File: src/rtl/mii_tx_pkg.sv
package mii_tx_pkg;
  typedef enum logic [1:0] {
    ST_IDLE = 2'd0,
    ST_LO   = 2'd1,
    ST_HI   = 2'd2,
    ST_GAP  = 2'd3
  } tx_state_t;
endpackage

File: src/rtl/mii_tx_seq.sv
module mii_tx_seq
  import mii_tx_pkg::*;
#(
  parameter int GAP_CYC = 2
) (
  input  logic clk,
  input  logic rst,
  input  logic in_valid,
  input  logic in_sop,
  input  logic in_eop,
  output logic in_ready,
  output logic load,
  output logic frame_start,
  output logic show_hi,
  output logic txen
);
  localparam int CW = (GAP_CYC < 2) ? 1 : $clog2(GAP_CYC + 1);
  localparam logic [CW-1:0] GAP_LAST = CW'(GAP_CYC - 1);

  tx_state_t state_q, state_d;
  logic in_frame_q, in_frame_d;
  logic last_q, last_d;
  logic [CW-1:0] gap_q, gap_d;
  logic rdy, take;

  always_comb begin
    rdy = 1'b0;
    case (state_q)
      ST_IDLE: rdy = 1'b1;
      ST_LO:   rdy = 1'b0;
      ST_HI:   rdy = !last_q;
      ST_GAP:  rdy = (gap_q == GAP_LAST);
      default: rdy = 1'b0;
    endcase
    if (rst) rdy = 1'b0;
  end

  assign take        = in_valid && rdy;
  assign load        = take && (in_frame_q || in_sop);
  assign frame_start = take && !in_frame_q && in_sop;
  assign in_ready    = rdy;
  assign show_hi     = (state_q == ST_LO);

  always_comb begin
    state_d    = state_q;
    in_frame_d = in_frame_q;
    last_d     = last_q;
    gap_d      = gap_q;
    case (state_q)
      ST_IDLE: begin
        if (load) begin
          state_d    = ST_LO;
          in_frame_d = 1'b1;
          last_d     = in_eop;
        end
      end
      ST_LO: state_d = ST_HI;
      ST_HI: begin
        if (last_q) begin
          state_d    = ST_GAP;
          in_frame_d = 1'b0;
          gap_d      = '0;
        end else if (load) begin
          state_d = ST_LO;
          last_d  = in_eop;
        end else begin
          state_d = ST_IDLE;
        end
      end
      ST_GAP: begin
        if (load) begin
          state_d    = ST_LO;
          in_frame_d = 1'b1;
          last_d     = in_eop;
        end else if (rdy) begin
          state_d = ST_IDLE;
        end else begin
          gap_d = gap_q + 1'b1;
        end
      end
      default: state_d = ST_IDLE;
    endcase
  end

  always_ff @(posedge clk) begin
    if (rst) begin
      state_q    <= ST_IDLE;
      in_frame_q <= 1'b0;
      last_q     <= 1'b0;
      gap_q      <= '0;
      txen       <= 1'b0;
    end else begin
      state_q    <= state_d;
      in_frame_q <= in_frame_d;
      last_q     <= last_d;
      gap_q      <= gap_d;
      txen       <= load || (state_q == ST_LO);
    end
  end

  // A low nibble is always followed by its high nibble
  AST_LO_THEN_HI: assert property (@(posedge clk) disable iff (rst)
    (state_q == ST_LO) |=> (state_q == ST_HI && txen)) else $error("lo not followed by hi");
endmodule

File: src/rtl/mii_tx_nibpath.sv
module mii_tx_nibpath #(
  parameter int NIB_W = 4
) (
  input  logic               clk,
  input  logic               rst,
  input  logic               load,
  input  logic               show_hi,
  input  logic [2*NIB_W-1:0] byte_in,
  output logic [NIB_W-1:0]   txd
);
  logic [NIB_W-1:0] hi_q;

  always_ff @(posedge clk) begin
    if (rst) begin
      txd  <= '0;
      hi_q <= '0;
    end else if (load) begin
      txd  <= byte_in[NIB_W-1:0];
      hi_q <= byte_in[2*NIB_W-1:NIB_W];
    end else if (show_hi) begin
      txd <= hi_q;
    end else begin
      txd <= '0;
    end
  end
endmodule

File: src/rtl/mii_tx_errmark.sv
module mii_tx_errmark (
  input  logic clk,
  input  logic rst,
  input  logic load,
  input  logic frame_start,
  input  logic err,
  output logic txer
);
  logic done_q;

  always_ff @(posedge clk) begin
    if (rst) begin
      done_q <= 1'b0;
      txer   <= 1'b0;
    end else begin
      txer <= load && err && (frame_start || !done_q);
      if (frame_start)         done_q <= err;
      else if (load && err)    done_q <= 1'b1;
    end
  end

  AST_ERR_ONE_CYCLE: assert property (@(posedge clk) disable iff (rst)
    txer |=> !txer) else $error("error pulse longer than one cycle");
endmodule

File: src/rtl/mii_tx_nibbler.sv
module mii_tx_nibbler #(
  parameter int NIB_W   = 4,
  parameter int GAP_CYC = 2
) (
  input  logic               clk,
  input  logic               rst,
  input  logic [2*NIB_W-1:0] in_data,
  input  logic               in_valid,
  input  logic               in_sop,
  input  logic               in_eop,
  input  logic               in_err,
  output logic               in_ready,
  output logic [NIB_W-1:0]   mii_txd,
  output logic               mii_txen,
  output logic               mii_txer
);
  logic load, frame_start, show_hi;

  mii_tx_seq #(.GAP_CYC(GAP_CYC)) i_seq (
    .clk         (clk),
    .rst         (rst),
    .in_valid    (in_valid),
    .in_sop      (in_sop),
    .in_eop      (in_eop),
    .in_ready    (in_ready),
    .load        (load),
    .frame_start (frame_start),
    .show_hi     (show_hi),
    .txen        (mii_txen)
  );

  mii_tx_nibpath #(.NIB_W(NIB_W)) i_path (
    .clk     (clk),
    .rst     (rst),
    .load    (load),
    .show_hi (show_hi),
    .byte_in (in_data),
    .txd     (mii_txd)
  );

  mii_tx_errmark i_err (
    .clk         (clk),
    .rst         (rst),
    .load        (load),
    .frame_start (frame_start),
    .err         (in_err),
    .txer        (mii_txer)
  );

  AST_RESET_QUIET: assert property (@(posedge clk)
    rst |=> (!mii_txen && !mii_txer && mii_txd == '0)) else $error("outputs active after reset");
  AST_IDLE_DATA_ZERO: assert property (@(posedge clk) disable iff (rst)
    !mii_txen |-> (mii_txd == '0)) else $error("data nonzero while idle");
  AST_ERR_IN_FRAME: assert property (@(posedge clk) disable iff (rst)
    mii_txer |-> mii_txen) else $error("error outside frame");
  AST_ENABLE_FULL_BYTE: assert property (@(posedge clk) disable iff (rst)
    $rose(mii_txen) |=> mii_txen) else $error("enable shorter than a byte");
  AST_NO_READY_AFTER_TAKE: assert property (@(posedge clk) disable iff (rst)
    (in_ready && in_valid && mii_txen) |=> !in_ready) else $error("ready during low nibble");
endmodule

File: config.mk
export PLATFORM = sky130hd
export DESIGN_NAME = mii_tx_nibbler
export DESIGN_NICKNAME = d
export VERILOG_FILES = /design/src/rtl/mii_tx_pkg.sv /design/src/rtl/mii_tx_seq.sv /design/src/rtl/mii_tx_nibpath.sv /design/src/rtl/mii_tx_errmark.sv /design/src/rtl/mii_tx_nibbler.sv
export SDC_FILE = /design/constraint.sdc
export NUM_CORES = 1
export LEC_CHECK = 0
export BUFFER_PORTS_ARGS = -buffer_cell sky130_fd_sc_hd__buf_2
export CAP_MARGIN = 5
export CORE_AREA = 2 2 58 46
export CTS_CLUSTER_DIAMETER = 60
export CTS_CLUSTER_SIZE = 10
export DETAILED_ROUTE_END_ITERATION = 10
export DIE_AREA = 0 0 60 48
export PLACE_DENSITY = 0.58
export REMOVE_ABC_BUFFERS = 1
export SLEW_MARGIN = 20
export SYNTH_ARGS = -nofsm -noshare
export SYNTH_HDL_FRONTEND = slang
export SYNTH_SLANG_ARGS = --single-unit
File: constraint.sdc
create_clock -name clk -period 2 [get_ports clk]
set_input_delay 0.1 -clock clk [delete_from_list [all_inputs] [get_ports clk]]
set_output_delay 0.1 -clock clk [all_outputs]
set_load 0.05 [all_outputs]
==> results.sh <==
export IMPL_status="complete, no violations"
export IMPL_wirelength_mm=1.67
export IMPL_syn_cell_area_um2=876
export IMPL_pin_count=21
export IMPL_dieHeight_um=48
export IMPL_hold_viol=0
export IMPL_top_layer="met4"
export IMPL_met2_length_um=743
export IMPL_clockRootBuffer="clkbuf_4"
export IMPL_rows=15
export IMPL_criticalPathCategory="reg2out"
export IMPL_grt_max_degree=21
export IMPL_numPortBuffers=20
export IMPL_path_clk_slew_ns=0.11
export IMPL_num_vias=709
export IMPL_final_max_slew_viol_count=0
export IMPL_seqPwrFrac=0.537
export IMPL_cp_start_kind="flop"
export IMPL_place_inst=147
export IMPL_p_switching_uw=198
export IMPL_tightest_slew_ns=0.371
export IMPL_hpwl_mm=1.24
export IMPL_drive_above_1_share=0.274
export IMPL_sw_frac_of_total=0.296
export IMPL_cts_sinks=17
export IMPL_tns_ns=0
export IMPL_finalCritPeriodShare=0.892
export IMPL_yosys_top_cells_area="dfxtp_1, mux2i_1, ha_1, a21oi_1, nor2_1"
export IMPL_grt_pass1_vias=604
export IMPL_ant_nets=0
export IMPL_vdd_ir_drop_max_v=0.000315
export IMPL_powerDensity_mw_per_mm2=649
export IMPL_htreeDepth=1
export IMPL_cts_tree="done"
export IMPL_end_kind="primary output"
export IMPL_final_util=0.453
export IMPL_track_usage=0.133
export IMPL_cp_arrival_ns=1.68
export IMPL_cts_resized=0
export IMPL_max_slew_margin=0.753
export IMPL_hold_buffers=0
export IMPL_fin_nets=137
export IMPL_netlist_instances=96
export IMPL_clock_path_buffers=2
export IMPL_finClkSkew_ns=0.00504
export IMPL_antennaDiodeCount=0
export IMPL_maxCapViolCount=0
export IMPL_antenna_found_initial=0
export IMPL_ys_ff_latch=17
export IMPL_leakage_nw=0.423
export IMPL_worst_ep_required_time_ns=1.90
export IMPL_synth_top_area_cell="dfxtp_1"
export IMPL_start_util=0.386
export IMPL_clockPowerShare=0.294
export IMPL_via_per_inst=4.70
export IMPL_yosysWarnings=0
export IMPL_met1Wirelength_um=784
export IMPL_internal_power_uw=470
export IMPL_combPwrFrac=0.169
export IMPL_setup_violations=0
export IMPL_syn_to_final_growth_pct=17.4
export IMPL_core_mm2=0.00227
export IMPL_wl_met3_um=95
export IMPL_fmax_mhz=560
export IMPL_dpl_instance_area_um2=998
export IMPL_insertion_delay_ns=0.30
export IMPL_wire_per_inst_um=11.0
export IMPL_synth_cell_types=30
export IMPL_die_area_mm2=0.00288
export IMPL_overflow=0
export IMPL_yosys_area_top_type_share=0.389
export IMPL_drc_errors=0
export IMPL_dieWidth_um=60
export IMPL_firstDrtPassIters=4
export IMPL_rsz0062_at_grt="no"
export IMPL_cts_setup_buffers=0
export IMPL_finalWeightedCongestion=0.834
export IMPL_numCtsBuffers=3
export IMPL_stdcell_count=151
export IMPL_grt_pass1_wl_mm=2.66
export IMPL_yosysSeqAreaShare=0.389
export IMPL_post_route_min_period_ns=1.78
export IMPL_syn_avg_cell_area_um2=9.12
export IMPL_final_cell_area_mm2=0.00103
export IMPL_hold_class="in2reg"
export IMPL_first_iter_violations=18
export IMPL_crit_fanout=8
export IMPL_nFillCells=224
final timing paths:
path / startpoint / slack (ns) / depth (start not counted) / end
worst min-delay path: in_data[2] / 0.02 / 3 / i_path.txd[2]
worst max-delay path: i_seq.state_q[1] / 0.22 / 4 / in_ready
worst max register to register: i_seq.state_q[0] / 0.33 / 5 / i_seq.state_q[1]
worst min register to register: i_path.hi_q[2] / 0.48 / 2 / i_path.txd[2]
metal layers:
layer  vias to the layer above  GRT usage
li1                        376          -
met1                       311      0.167
met2                        17      0.209
met3                         5     0.0405
met4                         0     0.0667
met5                         -          0
synth_stat cells:
master and number:
a21oi_1 9, inv_1 5, nor2b_4 1, a21o_1 1
a21boi_1 1, nand2b_1 3, nand2_1 9, o211a_4 1
mux2i_1 7, o21ai_0 1, dfxtp_1 17, nand3_1 5
a32oi_1 1, o221ai_2 1, nand2b_2 1, and2b_1 1
o211ai_2 1, nor2_1 11, a221oi_2 2, buf_2 1
nor3_1 2, and2_1 1, clkbuf_1 1, buf_6 1
o311ai_1 1, nor3b_1 1, or2_2 1, ha_1 5
a221oi_1 1, nor2b_1 3
worst max-delay path, cell delays in order, from the launching register on:
cell and delay [ns]:
dfxtp_1 0.43, ha_1 0.34, a21oi_1 0.14, a21oi_1 0.19
buf_2 0.29
power groups by stage:
stage          sequential, mW  clock, mW  combinational [mW]
3_3_place_gp            0.366          0               0.113
6_report                0.358      0.196               0.113
4_1_cts                 0.359      0.210               0.114
3_5_place_dp            0.366          0               0.113
2_1_floorplan           0.379          0              0.0649
5_1_grt                 0.361      0.221               0.124
per-stage QoR:
step	hold slack (ns)	total power [mW]	setup WS, ns
floorplan	0.166	0.444	0.308
global placement	0.337	0.479	0.340
detailed placement	0.343	0.480	0.351
CTS	0.00628	0.683	0.192
global route	0.0254	0.706	0.0892
finish	0.0200	0.667	0.215
area by class of cell:
cell class / count / area [µm²] / area share
clock buffer: 3 / 22.5 / 0.0219
clock inverter: 1 / 7.51 / 0.00730
inverter: 5 / 18.8 / 0.0182
multi-input combinational: 71 / 497 / 0.483
sequential: 17 / 340 / 0.331
tap: 34 / 42.5 / 0.0414
timing repair buffer: 20 / 100 / 0.0973
sequential cells by signal, indices dropped and copies added (netlist names):
name / count
i_seq.gap_q: 2
i_seq.last_q: 1
i_seq.state_q: 2
i_err.txer: 1
i_seq.txen: 1
i_path.txd: 4
i_path.hi_q: 4
i_seq.in_frame_q: 1
i_err.done_q: 1
placed cells by master (no fill, tap or decap):
master | synthesis | layout
a32oi_1 | 1 | 1
ha_1 | 5 | 5
clkinvlp_4 | 0 | 1
or2_2 | 1 | 1
nor3_1 | 2 | 2
a221oi_2 | 2 | 2
a21oi_1 | 9 | 9
o21ai_0 | 1 | 1
nand3_1 | 5 | 5
o311ai_1 | 1 | 1
dfxtp_1 | 17 | 17
a221oi_1 | 1 | 1
nor2_1 | 11 | 11
nor2b_1 | 3 | 3
o211a_4 | 1 | 1
mux2i_1 | 7 | 7
inv_1 | 5 | 5
clkbuf_4 | 0 | 3
o221ai_2 | 1 | 1
and2_1 | 1 | 1
o211ai_2 | 1 | 1
a21o_1 | 1 | 1
and2b_1 | 1 | 1
nand2_1 | 9 | 9
buf_2 | 1 | 20
nor2b_4 | 1 | 1
nor3b_1 | 1 | 1
a21boi_1 | 1 | 1
nand2b_2 | 1 | 1
nand2b_1 | 3 | 3
cell families (layout without fill, tap and decap cells):
group           count (synthesis)  after routing  synth area share
compound gates                 20             20             0.190
flops                          17             17             0.389
simple gates                   39             39             0.226
mux                             7              7            0.0800
buf+inv                         8             29            0.0443
fa+ha+maj                       5              5            0.0714
Note: power is estimated with default switching activity, not from simulation.
